File: src/rtl/scl_pace_pkg.sv
package scl_pace_pkg;

  typedef enum logic [1:0] {
    PH_IDLE = 2'd0,
    PH_LOW  = 2'd1,
    PH_RISE = 2'd2,
    PH_HIGH = 2'd3
  } phase_e;

endpackage

File: src/rtl/scl_tick_div.sv
module scl_tick_div #(
  parameter int PRE_W = 8
) (
  input  logic             clk_i,
  input  logic             rst_ni,
  input  logic             en_i,
  input  logic             clr_i,
  input  logic [PRE_W-1:0] div_i,
  output logic             tick_o
);

  logic [PRE_W-1:0] pre_q;
  logic [PRE_W-1:0] lim;

  // zero divides like one
  assign lim    = (div_i == '0) ? '0 : div_i - 1'b1;
  assign tick_o = en_i && (pre_q >= lim);

  always_ff @(posedge clk_i or negedge rst_ni) begin
    if (!rst_ni)                      pre_q <= '0;
    else if (!en_i || clr_i || tick_o) pre_q <= '0;
    else                              pre_q <= pre_q + 1'b1;
  end

  p_tick_space_r6: assert property (@(posedge clk_i) disable iff (!rst_ni)
    (tick_o && div_i > 1 && !clr_i) |=> (!tick_o || div_i != $past(div_i)));

endmodule

File: src/rtl/scl_phase_cnt.sv
module scl_phase_cnt #(
  parameter int CNT_W = 9
) (
  input  logic             clk_i,
  input  logic             rst_ni,
  input  logic             clr_i,
  input  logic             tick_i,
  input  logic [CNT_W-1:0] target_i,
  output logic             done_o
);

  logic [CNT_W-1:0] cnt_q;
  logic [CNT_W-1:0] last;

  // a zero target still takes one tick
  assign last   = (target_i == '0) ? '0 : target_i - 1'b1;
  assign done_o = tick_i && (cnt_q >= last);

  always_ff @(posedge clk_i or negedge rst_ni) begin
    if (!rst_ni)              cnt_q <= '0;
    else if (clr_i || done_o) cnt_q <= '0;
    else if (tick_i)          cnt_q <= cnt_q + 1'b1;
  end

  p_cnt_clear_r2: assert property (@(posedge clk_i) disable iff (!rst_ni)
    (clr_i && !tick_i) |=> !done_o || (target_i <= 1));

endmodule

File: src/rtl/scl_phase_fsm.sv
module scl_phase_fsm
  import scl_pace_pkg::*;
(
  input  logic   clk_i,
  input  logic   rst_ni,
  input  logic   run_i,
  input  logic   scl_i,
  input  logic   done_i,
  output phase_e state_o,
  output logic   clr_o,
  output logic   cnt_en_o,
  output logic   drive_low_o,
  output logic   low_stb_o,
  output logic   high_stb_o
);

  phase_e state_q, state_d;
  logic   low_stb_q, high_stb_q;

  always_comb begin
    state_d = state_q;
    unique case (state_q)
      PH_IDLE: state_d = PH_LOW;
      PH_LOW:  if (done_i) state_d = PH_RISE;
      PH_RISE: if (scl_i) state_d = PH_HIGH;
      PH_HIGH: if (!scl_i || done_i) state_d = PH_LOW;
      default: state_d = PH_IDLE;
    endcase
    if (!run_i) state_d = PH_IDLE;
  end

  always_ff @(posedge clk_i or negedge rst_ni) begin
    if (!rst_ni) begin
      state_q    <= PH_IDLE;
      low_stb_q  <= 1'b0;
      high_stb_q <= 1'b0;
    end else begin
      state_q    <= state_d;
      low_stb_q  <= (state_d == PH_LOW) && (state_q != PH_LOW);
      high_stb_q <= (state_d == PH_HIGH) && (state_q != PH_HIGH);
    end
  end

  assign state_o     = state_q;
  assign clr_o       = (state_d != state_q);
  assign cnt_en_o    = (state_q == PH_LOW) || (state_q == PH_HIGH);
  assign drive_low_o = (state_q == PH_LOW);
  assign low_stb_o   = low_stb_q;
  assign high_stb_o  = high_stb_q;

  p_stretch_low_r7: assert property (@(posedge clk_i) disable iff (!rst_ni)
    (state_q == PH_HIGH && !scl_i && run_i) |=> (drive_low_o && low_stb_o));

  p_high_after_scl_r3: assert property (@(posedge clk_i) disable iff (!rst_ni)
    high_stb_o |-> $past(scl_i));

  p_low_strobe_r8: assert property (@(posedge clk_i) disable iff (!rst_ni)
    $rose(drive_low_o) |-> low_stb_o);

endmodule

File: src/rtl/i2c_scl_pacer.sv
module i2c_scl_pacer
  import scl_pace_pkg::*;
#(
  parameter int BASE_W = 8,
  parameter bit EXT_EN = 1'b1,
  parameter int PRE_W  = 8
) (
  input  logic              clk_i,
  input  logic              rst_ni,
  input  logic              run_i,
  input  logic [BASE_W-1:0] lo_base_i,
  input  logic              lo_ext_i,
  input  logic [BASE_W-1:0] hi_base_i,
  input  logic              hi_ext_i,
  input  logic [PRE_W-1:0]  prescale_i,
  input  logic              scl_i,
  output logic              scl_drive_low_o,
  output logic              low_stb_o,
  output logic              high_stb_o
);

  localparam int CNT_W = BASE_W + 1;

  logic [CNT_W-1:0] lo_cnt, hi_cnt, target;
  phase_e           state;
  logic             clr, cnt_en, tick, done;

  generate
    if (EXT_EN) begin : g_ext
      assign lo_cnt = {lo_ext_i, lo_base_i};
      assign hi_cnt = {hi_ext_i, hi_base_i};
    end else begin : g_noext
      assign lo_cnt = {1'b0, lo_base_i};
      assign hi_cnt = {1'b0, hi_base_i};
    end
  endgenerate

  assign target = (state == PH_HIGH) ? hi_cnt : lo_cnt;

  scl_tick_div #(.PRE_W(PRE_W)) i_div (
    .clk_i  (clk_i),
    .rst_ni (rst_ni),
    .en_i   (cnt_en),
    .clr_i  (clr),
    .div_i  (prescale_i),
    .tick_o (tick)
  );

  scl_phase_cnt #(.CNT_W(CNT_W)) i_cnt (
    .clk_i    (clk_i),
    .rst_ni   (rst_ni),
    .clr_i    (clr),
    .tick_i   (tick),
    .target_i (target),
    .done_o   (done)
  );

  scl_phase_fsm i_fsm (
    .clk_i       (clk_i),
    .rst_ni      (rst_ni),
    .run_i       (run_i),
    .scl_i       (scl_i),
    .done_i      (done),
    .state_o     (state),
    .clr_o       (clr),
    .cnt_en_o    (cnt_en),
    .drive_low_o (scl_drive_low_o),
    .low_stb_o   (low_stb_o),
    .high_stb_o  (high_stb_o)
  );

  p_idle_release_r1: assert property (@(posedge clk_i) disable iff (!rst_ni)
    !run_i |=> (!scl_drive_low_o && !low_stb_o && !high_stb_o));

  p_run_drop_r9: assert property (@(posedge clk_i) disable iff (!rst_ni)
    (scl_drive_low_o && !run_i) |=> !scl_drive_low_o);

endmodule

File: config.mk
export PLATFORM = sky130hd
export DESIGN_NAME = i2c_scl_pacer
export DESIGN_NICKNAME = d
export VERILOG_FILES = /design/src/rtl/scl_pace_pkg.sv /design/src/rtl/scl_tick_div.sv /design/src/rtl/scl_phase_cnt.sv /design/src/rtl/scl_phase_fsm.sv /design/src/rtl/i2c_scl_pacer.sv
export SDC_FILE = /design/constraint.sdc
export NUM_CORES = 1
export LEC_CHECK = 0
export ABC_AREA = 1
export BUFFER_PORTS_ARGS = -buffer_cell sky130_fd_sc_hd__clkbuf_2
export CELL_PAD_IN_SITES_DETAIL_PLACEMENT = 1
export CELL_PAD_IN_SITES_GLOBAL_PLACEMENT = 1
export CORE_MARGIN = 10
export CORE_UTILIZATION = 40
export DETAILED_ROUTE_END_ITERATION = 7
export GPL_TIMING_DRIVEN = 0
export PLACE_DENSITY = 0.87
export SYNTH_ARGS = -nofsm -noshare
export SYNTH_HDL_FRONTEND = slang
export SYNTH_SLANG_ARGS = --single-unit
File: constraint.sdc
create_clock -name clk_i -period 4.7 [get_ports clk_i]
set_input_delay 0.705 -clock clk_i [delete_from_list [all_inputs] [get_ports clk_i]]
set_output_delay 0.705 -clock clk_i [all_outputs]
set_load 0.02 [all_outputs]
Word level (Yosys, flattened, before mapping)
Cells that the tools add are included.
- register bits after elaboration: 21
- input bits: 30
- output and inout bits: 3
- logic and storage cells: 45
- add/subtract/negate cells: 4
- $lt $le $gt $ge: 2
- eq/ne operators: 8
- multiplexer cells: 11
- reductions and logical operators: 15
- operator list (kind ; count):
    2-to-1 mux 9 bit ; 4
    2-to-1 mux 8 bit ; 2
    adder 9 x 1 -> 9 bit (second input constant) ; 1
    >= comparator 9 bit ; 1
    zero test 9 bit ; 1
    subtractor 9 x 1 -> 9 bit (second input constant) ; 1
    adder 8 x 1 -> 8 bit (second input constant) ; 1
    >= comparator 8 bit ; 1
    zero test 8 bit ; 1
    2-to-1 mux 2 bit ; 4
    one-hot mux 2 bit (4 select lines) ; 1
    subtractor 8 x 1 -> 8 bit (second input constant) ; 1
    == test 2 bit (second input constant) ; 3
    logical OR 1 bit ; 5
    == test 2 x 1 -> 1 bit (second input constant) ; 2
    logical AND 1 bit ; 4
    zero test 1 bit ; 2
    zero test 2 bit ; 1
    inequality test 2 x 1 -> 1 bit (second input constant) ; 1
    inequality test 2 bit ; 1
    inequality test 2 bit (second input constant) ; 1
    nonzero test 2 bit ; 1

Longest topological paths before layout
- depth after elaboration: 14
- gate-level depth with buffers: 26
- gate-level depth less buffers: 25

Modules after synthesis
A second synthesis with hierarchy kept.
- cell total of the unflattened synthesis: 313
- area total of the unflattened synthesis: 2083.2 µm²
- modules (own cells, without submodules) (module ; times used ; cells an instance ; area each (µm²) ; seq. area each (µm²)):
    scl_phase_cnt ; 1 ; 141 ; 904.6 ; 225.2
    scl_tick_div ; 1 ; 108 ; 779.5 ; 200.2
    scl_phase_fsm ; 1 ; 34 ; 241.5 ; 100.1
    i2c_scl_pacer ; 1 ; 30 ; 157.7 ; 0.0

Worst setup path before layout
OpenSTA, ideal clock, no wires.
- path type: register to register
- start: reg i_fsm.state_q[0] (netlist: i_fsm.state_o[0])
- end: reg i_cnt.cnt_q[0]
- library setup time: 0.080 ns
- arrival time: 2.900 ns
- data required time: 4.620 ns
- slack: 1.719 ns
- cell stages (with the launch flop): 24
- buffers on the path: 2
- period minus slack after synthesis: 2.981 ns
- path through: dfrtp_1 -> buf_6 -> nand2_2 -> buf_6 -> mux2i_4 -> ha_1 -> nand3_2 -> nor3_2 -> nand2_2 -> nand3b_1 -> ha_1 -> nand2_2 -> inv_2 -> nand2_1 -> nand2_1 -> nor2_1 -> nand2_1 -> nand3_2 -> nand2_1 -> nand2_1 -> nand2_1 -> a21oi_2 -> nand2_4 -> nor3_2
- word-level cells in the longest chain between the ends: 13
- elaborated cells between the ends (all ways): 22
- those cells by class: add/sub: 1; order compare: 1; eq/ne: 4; mux: 8; reduce/logical: 8
- ends and longest elaborated chain (element ; RTL line ; text):
    start: declaration ; scl_phase_fsm.sv:17 ; phase_e state_q, state_d;
    start signal: assignment ; scl_phase_fsm.sv:38 ; state_q <= state_d;
    == test 2 bit ; scl_phase_fsm.sv:22, scl_phase_fsm.sv:46, i2c_scl_pacer.sv:38 ;
    2-to-1 mux 9 bit ; i2c_scl_pacer.sv:38 ; assign target = (state == PH_HIGH) ? hi_cnt : lo_cnt;
    subtractor 9 x 1 -> 9 bit or zero test 9 bit (tied branches) ; scl_phase_cnt.sv:16 ; assign last = (target_i == '0) ? '0 : target_i - 1'b1;
    2-to-1 mux 9 bit ; scl_phase_cnt.sv:16 ;
    >= comparator 9 bit ; scl_phase_cnt.sv:17 ; assign done_o = tick_i && (cnt_q >= last);
    logical AND 1 bit ; scl_phase_cnt.sv:17 ;
    logical OR 1 bit ; scl_phase_fsm.sv:26 ; PH_HIGH: if (!scl_i || done_i) state_d = PH_LOW;
    2-to-1 mux 2 bit ; scl_phase_fsm.sv:26 ;
    one-hot mux 2 bit (4 select lines) ; scl_phase_fsm.sv:22 ; unique case (state_q)
    2-to-1 mux 2 bit ; scl_phase_fsm.sv:29 ; if (!run_i) state_d = PH_IDLE;
    inequality test 2 bit ; scl_phase_fsm.sv:45 ; assign clr_o = (state_d != state_q);
    logical OR 1 bit ; scl_phase_cnt.sv:21 ; else if (clr_i || done_o) cnt_q <= '0;
    2-to-1 mux 9 bit or nonzero test 2 bit (tied branches) ; -- ;
    end signal: assignment ; scl_phase_cnt.sv:22 ; else if (tick_i) cnt_q <= cnt_q + 1'b1;
    end: declaration ; scl_phase_cnt.sv:12 ; logic [CNT_W-1:0] cnt_q;
Several ways; a longest one is shown, not always the timed one.
A chain may end at the register's enable or synchronous reset.

Worst setup path in the final report
- start: reg i_fsm.state_q[0] (netlist: i_fsm.state_o[0])
- end: reg i_cnt.cnt_q[2]
The elaborated chain is that of the path after synthesis.

==> results.py <==
metrics = {
    "worst_setup_path": {
        "critPathTopFamily": "simple AND/OR/NAND/NOR gates",
        "crit_fanout": 10,
        "cp_slowest_cell": "dfrtp_1",
        "end_kind": "flip-flop",
        "cp.required_ns": 4.88,
        "startpoint_type": "flip-flop",
        "timing_worst_setup_path_type": "flip-flop to flip-flop",
        "cp_common_cell": "nand2_1",
        "critical_path.cell_chain": "buf_6, nand2_2, buf_6, mux2i_1, ha_1, nand3_2, nor3_2, nand2_2, nand2_1, ha_1, nand2_1, nor2_2, nand2_1, nand3_1, nand2_1, nand2_1, nand3_2, nand2_1, nand2_1, nand2_1, a21oi_2, nand2_4, nor3_2",
        "critPathBufInv": 2,
        "arrival_ns": 3.64,
        "critPathMaxStageDelay_ns": 0.38,
    },
    "floorplan": {
        "die_area_um2": 8359,
        "initial_core_util_pct": 42.09,
        "die_x_um": 91.43,
        "rows": 25,
        "die_y_um": 91.43,
        "ios": 33,
        "core_area_um2": 4848,
    },
    "cells_and_area": {
        "area_delta_synth_final_pct": 14.16,
        "fin_area_um2": 2330,
        "antenna_cells": 0,
        "fillers": 645,
        "final_core_util_pct": 48.05,
        "drive_gt1_share_pct": 21.74,
        "nets": 374,
    },
    "global_routing": {
        "grt_pass1_vias": 2029,
        "antenna_found_initial": 0,
        "grt.total_usage_pct": 12.08,
        "grt_max_degree": 22,
        "grt_pass1_wl_um": 8749,
        "grt.overflow.total": 0,
    },
    "synthesis": {
        "synth_seq_area_share_pct": 25.75,
        "yosysTopAreaCellShare_pct": 25.75,
        "netlist_instances": 286,
        "yosys_warnings": 0,
        "synth_area_per_cell_um2": 7.135,
        "synth.distinct_cells": 39,
        "synthesis.nets": 337,
        "synth_area_leaders": "dfrtp_1, nand2_1, ha_1, inv_1, nor2_1",
        "synth_top_area_cell": "dfrtp_1",
        "synthesis.area_um2": 2041,
        "ys_ff_latch": 21,
    },
    "flow_run": {
        "drv_cap": 0,
    },
    "drt": {
        "vias": 1907,
        "drt_wl_total_um": 4995,
        "vias_per_cell": 4.902,
        "drt_iter0_drc": 63,
        "drc": 0,
        "detail-route-antenna-nets": 0,
        "drt-pass1-iter-count": 4,
        "post_drt_wl_per_cell_um": 12.84,
    },
    "place": {
        "placed_area_um2": 2285,
        "port_buffers": 32,
        "gp_congestion": 0.7564,
        "hpwl_um": 4262,
    },
    "clock_tree": {
        "clkTransAtPathRegs_ns": 0.08,
        "cts_num_sinks": 21,
        "root_buffer": "clkbuf_8",
        "cts_resized": 0,
        "cts_setup_buffers": 0,
        "clk_path_buf_depth": 2,
        "htree_levels": 1,
        "cts_tree": "yes",
        "clk_latency_ns": 0.26,
        "cts-hold-fix-buffers": 0,
        "cts_made_buffers": 3,
    },
    "timing": {
        "setup_viol": 0,
        "rsz0062_at_grt": "false",
        "hold_viol": 0,
        "finalCritPeriodShare_pct": 73.64,
        "setup_tns_ns": 0,
        "maxSlewHeadroom_pct": 51.26,
        "timing.hold.ws_ns": 0.4103,
        "fmax_mhz": 288.9,
        "period_minus_slack_ns": 3.461,
        "worst_pin_slew_ns": 0.7304,
        "finClkSkew_ns": 0.005117,
        "slew_violations": 0,
    },
    "outcome": {
        "status": "complete, no violations",
    },
    "power_and_ir_drop": {
        "max-vdd-ir-drop_mv": 0.07506,
        "leakage_nw": 1.277,
        "power_density_nw_per_um2": 164.7,
    },
    "worst_hold_path": {
        "hold_class": "input pin to async pin",
    },
}
Yosys cell counts (all sizes together):
master and number:
nand2 83, inv 41, nor2 29, dfrtp 21
ha 21, nand3 19, nor3 10, a21oi 9
or2 9, xor2 9, nand4 8, o21ai 5
nor4 4, xnor2 4, mux2i 3, buf 2
clkinv 2, nand3b 2, and3 1, clkbuf 1
nor3b 1, o2111ai 1, o21a 1
logic make-up (layout without fill, tap and decap cells):
logic type	Yosys count	in the layout	synth area share, %
compound gates	16	16	5.334
xor+xnor	13	13	5.579
buf+inv	46	82	9.319
mux	3	3	2.085
fa+ha+maj	21	21	12.88
flops	21	21	25.75
simple gates	166	166	39.06
flip-flops by register name, summed over array words and instances, names as in the netlist:
name / count
i_div.pre_q: 8
i_fsm.high_stb_o: 1
i_fsm.low_stb_o: 1
i_cnt.cnt_q: 9
i_fsm.state_o: 2
per-stage QoR:
step / cells / worst slack [ns] / power [W]
after floorplan: 286 / 1.719 / 0.0002391
after global placement: 385 / 1.098 / 0.0002660
after detailed placement: 385 / 0.9654 / 0.0002704
after CTS: 389 / 1.177 / 0.0003868
after global routing: 389 / 0.7539 / 0.0004068
final: 389 / 1.239 / 0.0003838
per-layer routing:
metal,vias to the layer above,share of wire (%),track usage (%)
li1,988,-,-
met1,889,44,13.30
met2,25,52,23.64
met3,5,2.6,1.152
met4,0,1.2,3.264
met5,-,0,0
placed cells by master (no fill, tap or decap), types with 2 or more instances in the layout:
cell / count
clkbuf_1: 2
clkbuf_8: 3
inv_2: 6
mux2i_1: 2
nand2_1: 77
a21oi_1: 7
nor2_4: 2
nor3_1: 7
nand2_2: 5
or2_1: 3
nand3_2: 2
nor2_1: 26
xor2_1: 9
xnor2_1: 4
o21ai_0: 2
ha_1: 21
dfrtp_1: 21
nor3_2: 3
clkinv_1: 2
buf_6: 2
or2_2: 5
nand4_1: 7
inv_1: 34
nand3_1: 17
clkbuf_2: 32
nand3b_1: 2
nor4_1: 4
a21oi_2: 2
area by class of cell:
type	count	area, um^2	area share [%]
Buffer	3	26.28	1.128
Multi-Input combinational cell	219	1325	56.87
Clock buffer	4	45.04	1.933
Tap cell	67	83.83	3.598
Timing Repair Buffer	32	160.2	6.874
Inverter	43	163.9	7.035
Sequential cell	21	525.5	22.56
power by group:
part | leakage [nW] | switching, W | internal, W
combinational | 0.965 | 0.0000477 | 0.0000342
clock | 0.0228 | 0.0000581 | 0.0000604
sequential | 0.289 | 0.00000122 | 0.000182
total | 1.28 | 0.000107 | 0.000277
path summary, 6_finish.rpt:
kind                                       start               end  slack [ns]  cells after the start
worst min-delay path                      rst_ni  i_fsm.state_o[0]        0.41                      1
worst max-delay path            i_fsm.state_o[0]    i_cnt.cnt_q[2]        1.24                     23
worst max register to register  i_fsm.state_o[0]    i_cnt.cnt_q[2]        1.24                     23
worst min register to register    i_div.pre_q[0]    i_div.pre_q[0]        0.50                      1
min in group clk_i                i_div.pre_q[0]    i_div.pre_q[0]        0.50                      1
max in group asynchronous                 rst_ni    i_cnt.cnt_q[5]        3.92                      1
No activity file was read; power rests on OpenSTA's default activity.
